File: src/rtl/rxb_pkg.sv
package rxb_pkg;
   typedef enum logic [2:0] {
      OP_IDLE,
      OP_META,
      OP_DATA,
      OP_COMMIT,
      OP_ABORT
   } rxb_op_e;

   localparam int FMT_DLC_LSB = 0;
   localparam int FMT_RTR_BIT = 4;
   localparam int FMT_EXT_BIT = 5;
   localparam int FMT_FD_BIT  = 6;
   localparam int FMT_BRS_BIT = 7;
   localparam int FMT_ESI_BIT = 8;

   function automatic logic [31:0] pack_format(
      input logic [3:0] dlc_v,
      input logic       rtr_v,
      input logic       ext_v,
      input logic       fd_v,
      input logic       brs_v,
      input logic       esi_v);
      logic [31:0] w;
      w = '0;
      w[FMT_DLC_LSB +: 4] = dlc_v;
      w[FMT_RTR_BIT]      = rtr_v;
      w[FMT_EXT_BIT]      = ext_v;
      w[FMT_FD_BIT]       = fd_v;
      w[FMT_BRS_BIT]      = brs_v;
      w[FMT_ESI_BIT]      = esi_v;
      return w;
   endfunction
endpackage

File: src/rtl/rxb_cmd_dec.sv
module rxb_cmd_dec
   import rxb_pkg::*;
(
   input  logic    meta_req,
   input  logic    data_req,
   input  logic    commit_req,
   input  logic    abort_req,
   output rxb_op_e op
);
   always_comb begin
      if (abort_req)       op = OP_ABORT;
      else if (commit_req) op = OP_COMMIT;
      else if (meta_req)   op = OP_META;
      else if (data_req)   op = OP_DATA;
      else                 op = OP_IDLE;
   end
endmodule

File: src/rtl/rxb_ptr_ctrl.sv
module rxb_ptr_ctrl
   import rxb_pkg::*;
#(
   parameter int DEPTH = 32,
   localparam int AW = $clog2(DEPTH),
   localparam int PW = AW + 1
)(
   input  logic          clk,
   input  logic          rst_n,
   input  rxb_op_e       op,
   input  logic          rd_req,
   output logic          wr_meta,
   output logic          wr_data,
   output logic [AW-1:0] wr_base,
   output logic [AW-1:0] rd_addr,
   output logic [PW-1:0] free_cnt,
   output logic [PW-1:0] pend_cnt,
   output logic [AW-1:0] raw_addr,
   output logic [AW-1:0] com_addr,
   output logic          ovr_flag
);
   localparam logic [PW-1:0] DEPTH_P = PW'(DEPTH);
   localparam logic [PW-1:0] META_WORDS = PW'(2);

   logic [PW-1:0] raw_q, com_q, rd_q;
   logic          spoiled_q, ovr_q;
   logic          room_meta, room_data, drop, rd_go;

   assign free_cnt  = DEPTH_P - (raw_q - rd_q);
   assign pend_cnt  = com_q - rd_q;
   assign room_meta = free_cnt >= META_WORDS;
   assign room_data = free_cnt != '0;
   assign wr_meta   = (op == OP_META) && room_meta;
   assign wr_data   = (op == OP_DATA) && room_data;
   assign drop      = ((op == OP_META) && !room_meta) ||
                      ((op == OP_DATA) && !room_data);
   assign rd_go     = rd_req && (pend_cnt != '0);

   always_ff @(posedge clk) begin
      if (!rst_n) begin
         raw_q     <= '0;
         com_q     <= '0;
         rd_q      <= '0;
         spoiled_q <= 1'b0;
         ovr_q     <= 1'b0;
      end else begin
         if (rd_go) rd_q <= rd_q + PW'(1);
         unique case (op)
            OP_ABORT: begin
               raw_q     <= com_q;
               spoiled_q <= 1'b0;
            end
            OP_COMMIT: begin
               if (spoiled_q) raw_q <= com_q;
               else           com_q <= raw_q;
               spoiled_q <= 1'b0;
            end
            OP_META: begin
               if (wr_meta) raw_q <= raw_q + META_WORDS;
            end
            OP_DATA: begin
               if (wr_data) raw_q <= raw_q + PW'(1);
            end
            default: ;
         endcase
         if (drop) begin
            spoiled_q <= 1'b1;
            ovr_q     <= 1'b1;
         end
      end
   end

   assign wr_base  = raw_q[AW-1:0];
   assign rd_addr  = rd_q[AW-1:0];
   assign raw_addr = raw_q[AW-1:0];
   assign com_addr = com_q[AW-1:0];
   assign ovr_flag = ovr_q;
endmodule

File: src/rtl/rxb_word_store.sv
module rxb_word_store #(
   parameter int DEPTH = 32,
   parameter int WORD_W = 32,
   parameter bit CLEAR_ON_RESET = 1'b1,
   localparam int AW = $clog2(DEPTH)
)(
   input  logic              clk,
   input  logic              rst_n,
   input  logic              wr_meta,
   input  logic              wr_data,
   input  logic [AW-1:0]     wr_base,
   input  logic [WORD_W-1:0] fmt_word,
   input  logic [WORD_W-1:0] id_word,
   input  logic [WORD_W-1:0] pay_word,
   input  logic [AW-1:0]     rd_addr,
   output logic [WORD_W-1:0] rd_word
);
   logic [WORD_W-1:0] mem [DEPTH];
   logic [AW-1:0]     second_addr;
   logic [WORD_W-1:0] first_word;
   logic              first_we;

   assign second_addr = wr_base + AW'(1);
   assign first_we    = wr_meta || wr_data;
   assign first_word  = wr_meta ? fmt_word : pay_word;

   generate
      if (CLEAR_ON_RESET) begin : g_clr
         always_ff @(posedge clk) begin
            if (!rst_n) begin
               for (int i = 0; i < DEPTH; i++) mem[i] <= '0;
            end else begin
               for (int i = 0; i < DEPTH; i++) begin
                  if (first_we && wr_base == AW'(i))
                     mem[i] <= first_word;
                  else if (wr_meta && second_addr == AW'(i))
                     mem[i] <= id_word;
               end
            end
         end
      end else begin : g_noclr
         always_ff @(posedge clk) begin
            for (int i = 0; i < DEPTH; i++) begin
               if (first_we && wr_base == AW'(i))
                  mem[i] <= first_word;
               else if (wr_meta && second_addr == AW'(i))
                  mem[i] <= id_word;
            end
         end
      end
   endgenerate

   assign rd_word = mem[rd_addr];
endmodule

File: src/rtl/rx_frame_buffer.sv
module rx_frame_buffer
   import rxb_pkg::*;
#(
   parameter int DEPTH = 32,
   parameter bit CLEAR_ON_RESET = 1'b1,
   localparam int AW = $clog2(DEPTH)
)(
   input  logic          clk,
   input  logic          rst_n,
   input  logic          meta_store,
   input  logic [3:0]    dlc,
   input  logic          rtr,
   input  logic          ext_id,
   input  logic          fd_frame,
   input  logic          brs,
   input  logic          esi,
   input  logic [28:0]   ident,
   input  logic          data_store,
   input  logic [31:0]   data_word,
   input  logic          frame_commit,
   input  logic          frame_abort,
   input  logic          rd_strobe,
   output logic [31:0]   rd_word,
   output logic          rd_valid,
   output logic [AW:0]   free_words,
   output logic [AW:0]   pending_words,
   output logic [AW-1:0] raw_pos,
   output logic [AW-1:0] commit_pos,
   output logic [AW-1:0] read_pos,
   output logic          overrun
);
   initial begin
      if (DEPTH < 4 || (DEPTH & (DEPTH - 1)) != 0)
         $fatal(1, "rx_frame_buffer: DEPTH must be a power of two of at least 4");
   end

   rxb_op_e       op;
   logic          wr_meta, wr_data;
   logic [AW-1:0] wr_base, rd_addr;
   logic [31:0]   fmt_word, id_word;

   assign fmt_word = pack_format(dlc, rtr, ext_id, fd_frame, brs, esi);
   assign id_word  = {3'b000, ident};

   rxb_cmd_dec u_dec (
      .meta_req   (meta_store),
      .data_req   (data_store),
      .commit_req (frame_commit),
      .abort_req  (frame_abort),
      .op         (op)
   );

   rxb_ptr_ctrl #(.DEPTH(DEPTH)) u_ptr (
      .clk      (clk),
      .rst_n    (rst_n),
      .op       (op),
      .rd_req   (rd_strobe),
      .wr_meta  (wr_meta),
      .wr_data  (wr_data),
      .wr_base  (wr_base),
      .rd_addr  (rd_addr),
      .free_cnt (free_words),
      .pend_cnt (pending_words),
      .raw_addr (raw_pos),
      .com_addr (commit_pos),
      .ovr_flag (overrun)
   );

   rxb_word_store #(.DEPTH(DEPTH), .WORD_W(32), .CLEAR_ON_RESET(CLEAR_ON_RESET)) u_mem (
      .clk      (clk),
      .rst_n    (rst_n),
      .wr_meta  (wr_meta),
      .wr_data  (wr_data),
      .wr_base  (wr_base),
      .fmt_word (fmt_word),
      .id_word  (id_word),
      .pay_word (data_word),
      .rd_addr  (rd_addr),
      .rd_word  (rd_word)
   );

   assign read_pos = rd_addr;
   assign rd_valid = pending_words != '0;
endmodule

File: config.mk
export PLATFORM = sky130hd
export DESIGN_NAME = rx_frame_buffer
export DESIGN_NICKNAME = d
export VERILOG_FILES = /design/src/rtl/rxb_pkg.sv /design/src/rtl/rxb_cmd_dec.sv /design/src/rtl/rxb_ptr_ctrl.sv /design/src/rtl/rxb_word_store.sv /design/src/rtl/rx_frame_buffer.sv
export SDC_FILE = /design/constraint.sdc
export NUM_CORES = 2
export LEC_CHECK = 0
export ABC_AREA = 1
export BUFFER_PORTS_ARGS = -buffer_cell sky130_fd_sc_hd__buf_2
export CAP_MARGIN = 30
export CORE_AREA = 3 3 392 394
export CTS_CLUSTER_SIZE = 40
export DETAILED_ROUTE_END_ITERATION = 16
export DIE_AREA = 0 0 395 397
export PLACE_DENSITY_LB_ADDON = 0.12
export SYNTH_ARGS = -nofsm -noshare
export SYNTH_HDL_FRONTEND = slang
export SYNTH_SLANG_ARGS = --single-unit
File: constraint.sdc
create_clock -name clk -period 5.2 [get_ports clk]
set_clock_uncertainty 0.2 [all_clocks]
set_input_delay 0.52 -clock clk [delete_from_list [all_inputs] [get_ports clk]]
set_output_delay 0.52 -clock clk [all_outputs]
set_load 0.1 [all_outputs]
==> impl_summary.txt <==
----------------------------------------------------
[Outcome]
  Status ... finished, final reports clean

[Worst setup path]
  Worst reg2reg path depth ... 18
  Capturing point of the worst reg2reg path ... u_mem.mem[0][25]
  Maximum fanout count along the critical path ... 33
  Crit Reg-Reg Startpoint ... u_ptr.rd_q[1]
  Endpoint required time on the critical path ... around 5.5 ns
  Crit Path Class ... flop to flop
  Critical path arrival ... 5.20 ns
  Type of element capturing the critical path ... flop
  Setup slack of the most critical reg-to-reg path ... roughly 0.28 ns
  Crit start category ... flop

[Timing]
  Slew @ Worst Pin ... between 1 and 1.5 ns
  Worst hold slack across all endpoints ... slightly above 0.04 ns
  Part of the cycle the worst path needs ... a little over nine tenths
  Max Fclk ... approximately 200 MHz
  Remaining max-slew budget at the tightest pin ... a little under a third
  Setup repair after global routing missed its margin ... no
  Endpoints failing hold ... 0
  Final max-slew violation count ... 0
  Setup_tns ... 0 ns
  Final setup fails ... 0
  Final critical path time including I/O delays and setup ... slightly below 5 ns

[CTS]
  Root cell of the clock tree ... sky130_fd_sc_hd__clkbuf_16
  Number of clock sinks seen by CTS ... 1049
  Clk buf depth ... 3
  Clock-pin slew on the worst setup and hold paths ... about 0.07 ns
  CTS tree ... built
  Num CTS Buffers ... ~120
  Htree depth ... 3
  Clock insertion delay at the later pin of the skew report ... between 0.7 and 0.8 ns

[Finish]
  Share of layout cells above drive strength 1 ... 12.6%
  Final std cells w/o fill ... approximately 7500
  Commonest non-fill, non-tap cells in the layout ... sky130_fd_sc_hd__o21ai_0, sky130_fd_sc_hd__edfxtp_1, sky130_fd_sc_hd__nand2_1
  Area growth from synthesis to layout ... 14.2%
  Most common cell after layout, fill and taps aside ... sky130_fd_sc_hd__o21ai_0
  Fin nets ... around 5500
  Number of filler cells placed in the layout ... 14800

[Global route]
  Via count of the first global-routing pass ... 42600
  Maximum number of pins on one net before global-route repair ... 128
  Global route total overflow ... 0
  Global-route wire length before repair ... ~320000 um
  Initial antenna violation count ... 7
  All-Layer GR Usage ... roughly 28%

[Synthesis]
  Share of synthesized flip-flops with an asynchronous set or reset ... 0%
  Number of flops mapped to enable cells by yosys ... roughly 1000
  Synthesized area divided by synthesized cell count ... just under 10 um2
  Number of register bits inferred by synthesis ... 1049
  Cells after synthesis ... 5425
  Share of synthesized area occupied by flip-flops and latches ... about 60%
  Number of different library cells in the post-synthesis netlist ... slightly above 40
  Leading register cell type out of synthesis ... sky130_fd_sc_hd__edfxtp_1
  Number of synthesis warnings ... 0
  Net count of the mapped netlist ... roughly 5500
  Mapped cell area ... 52500 um2

[Detailed routing]
  Routed WL ... approximately 230000 um
  Drt drc ... 0
  Wire length on met2 ... between 100000 and 150000 um
  Number of nets still failing antenna checks after routing ... 0
  Routed vias/inst ... around 6.0
  Top Layer Used ... met5
  Violation count after the first detailed-route iteration ... about 5800
  Detail-routed net length per standard cell ... 30.7 um
  First-pass DRT Iterations ... 6
  Met1 Wirelength ... 97600 um
  Total via count after detailed routing ... around 45000
  Met3 wirelength from detailed routing ... 21500 um

[Placement]
  Number of port buffers ... roughly 140
  Post-detailed-placement half-perimeter wirelength ... around 150000 um
  Post-Place Cells ... 7274
  Final weighted congestion of routability-driven global placement ... between 0.8 and 0.9

[Power]
  PwrDens ... 401 nW/um2
  Comb power frac ... 24.2%
  Share of total power consumed by net switching ... 34.4%
  Internal portion of total power ... 15.7 mW
  Peak VDD IR ... a little over 0.0003 V
  Net switching power ... approximately 8.3 mW
  Clock group share of total power ... 34.3%
  Relative contribution of sequential cells to total power ... 41.5%
  Leak Pwr ... roughly 22 nW

[Flow run]
  Max Cap Violations ... 0

[Floorplan]
  Number of placement rows ... about 140
  Area inside the core boundary ... approximately 150000 um2
  Initial Utilization ... a little over a third
  I/O pin cnt ... 138
  Horizontal die dimension ... around 400 um
  Die Footprint ... roughly 160000 um2
  Die span in y ... between 300 and 400 um

[Hold path]
  Min-delay src ... data_word[20]
  Cell depth of the worst hold path ... 3
  Hold crit path type ... input pin to flop
  Hold Path Sink ... u_mem.mem[0][20]

----------------------------------------------------
==> registers in the layout (all words and copies together), names as in the netlist, named ones only <==
register,cells
u_mem.mem,1024
u_ptr.com_q,6
u_ptr.raw_q,6
u_ptr.rd_q,6
u_ptr.ovr_flag,1
u_ptr.spoiled_q,1
==> area by class of cell <==
type | count | area [um2] | area share (%)
Multi-Input combinational cell | 3609 | 18100 | 30.3
Sequential cell | 1049 | 31300 | 52.2
Clock inverter | 76 | 608 | 1.01
Inverter | 217 | 837 | 1.40
Antenna cell | 3 | 7.51 | 0.0125
Clock buffer | 144 | 3080 | 5.14
Timing Repair Buffer | 404 | 3460 | 5.77
Tap cell | 2016 | 2520 | 4.21
==> Yosys cell counts (4+ instances only) <==
library cell               number  area (um2)
sky130_fd_sc_hd__nand2_2       25         156
sky130_fd_sc_hd__ha_1          23         288
sky130_fd_sc_hd__xor2_1         7        61.3
sky130_fd_sc_hd__nand3_1      290        1450
sky130_fd_sc_hd__edfxtp_1    1024       30700
sky130_fd_sc_hd__o22ai_1      230        1440
sky130_fd_sc_hd__clkinv_1      24        90.1
sky130_fd_sc_hd__o221ai_1     202        1770
sky130_fd_sc_hd__buf_6         19         214
sky130_fd_sc_hd__nand2_1      750        2820
sky130_fd_sc_hd__o21ai_1       15        75.1
sky130_fd_sc_hd__o22ai_2        7        87.6
sky130_fd_sc_hd__nand4_1       20         125
sky130_fd_sc_hd__a21oi_1       59         295
sky130_fd_sc_hd__buf_2         76         380
sky130_fd_sc_hd__inv_1        173         649
sky130_fd_sc_hd__dfxtp_1       25         500
sky130_fd_sc_hd__nor3_4         4        65.1
sky130_fd_sc_hd__buf_1         19        71.3
sky130_fd_sc_hd__nor3_2         7        70.1
sky130_fd_sc_hd__nand3_2        7        70.1
sky130_fd_sc_hd__clkbuf_1     385        1450
sky130_fd_sc_hd__o21ai_0     1189        5950
sky130_fd_sc_hd__a31oi_1       30         188
sky130_fd_sc_hd__nor2_1       672        2520
sky130_fd_sc_hd__o21ai_2       15         131
sky130_fd_sc_hd__inv_2         20        75.1
sky130_fd_sc_hd__buf_4         46         345
sky130_fd_sc_hd__nor3_1        45         225
==> critical path, cell delays in order, from the launching register on <==
cell                            delay, ns
sky130_fd_sc_hd__dfxtp_1             0.47
sky130_fd_sc_hd__ha_1                0.29
sky130_fd_sc_hd__ha_1                0.21
sky130_fd_sc_hd__fa_1                0.46
sky130_fd_sc_hd__nand3_1             0.11
sky130_fd_sc_hd__nand3_1             0.10
sky130_fd_sc_hd__inv_1               0.08
sky130_fd_sc_hd__nand2_1             0.06
sky130_fd_sc_hd__nand2_2             0.12
sky130_fd_sc_hd__nand2_2             0.15
sky130_fd_sc_hd__nand2_4             0.16
sky130_fd_sc_hd__buf_4               0.53
sky130_fd_sc_hd__nor3_1              0.09
sky130_fd_sc_hd__nand2_1             0.13
sky130_fd_sc_hd__buf_4               0.38
sky130_fd_sc_hd__inv_1               0.34
sky130_fd_sc_hd__nand2_1             0.14
sky130_fd_sc_hd__nand2_1             0.05
sky130_fd_sc_hd__dlygate4sd3_1       0.55
==> through the flow <==
step                      cell area (um2)  setup slack, ns  total power [mW]  utilization [%]
after global routing                59900           0.0985              24.8             39.9
after CTS                           59900            0.171              24.0             39.9
after detailed placement            56000            0.254              15.9             37.3
final                               59900            0.285              24.0             39.9
after floorplan                     52500           0.0402              13.6                -
after global placement              55800            0.385              15.8             37.2
==> power by group through the flow <==
stage | registers (mW) | logic, mW | clock network [mW]
final | 9.95 | 5.81 | 8.24
after global routing | 9.99 | 6.15 | 8.63
after CTS | 9.95 | 5.75 | 8.32
after detailed placement | 10.1 | 5.73 | 0
after global placement | 10.1 | 5.70 | 0
after floorplan | 10.0 | 3.56 | 0
==> worst max-delay path by stage <==
stage / endpoint / startpoint / cells past startpoint / slack [ns]
6_report: u_mem.mem[0][25] / u_ptr.rd_q[1] / 18 / 0.28
5_1_grt: u_mem.mem[0][25] / u_ptr.rd_q[1] / 16 / 0.1
4_1_cts: u_mem.mem[0][25] / u_ptr.rd_q[1] / 17 / 0.17
3_5_place_dp: u_mem.mem[31][4] / u_ptr.rd_q[1] / 13 / 0.25
3_3_place_gp: u_mem.mem[31][28] / u_ptr.rd_q[1] / 13 / 0.39
2_1_floorplan: u_mem.mem[13][0] / u_ptr.raw_q[1] / 17 / 0.04
==> logic make-up after synthesis <==
logic type | after synthesis | synth area share [%]
compound gates | 1751 | 19.0
xor+xnor | 9 | 0.150
fa+ha+maj | 25 | 0.625
buf+inv | 767 | 6.32
flops | 1049 | 59.6
simple gates | 1824 | 14.4
==> layer usage <==
layer / up-vias / track usage [%]
met4: 2 / 10.2
met1: 22900 / 40.5
li1: 19500 / -
met2: 2408 / 43.7
met5: - / 0
met3: 348 / 4.90
==> what timing repair did <==
item	CTS	global route
setup buffers	0	0
endpoints found under the hold margin	41	0
gates resized for setup	0	3
setup endpoints to repair	0	29
hold buffers	20	0
Note: power is estimated with default switching activity, not from simulation.
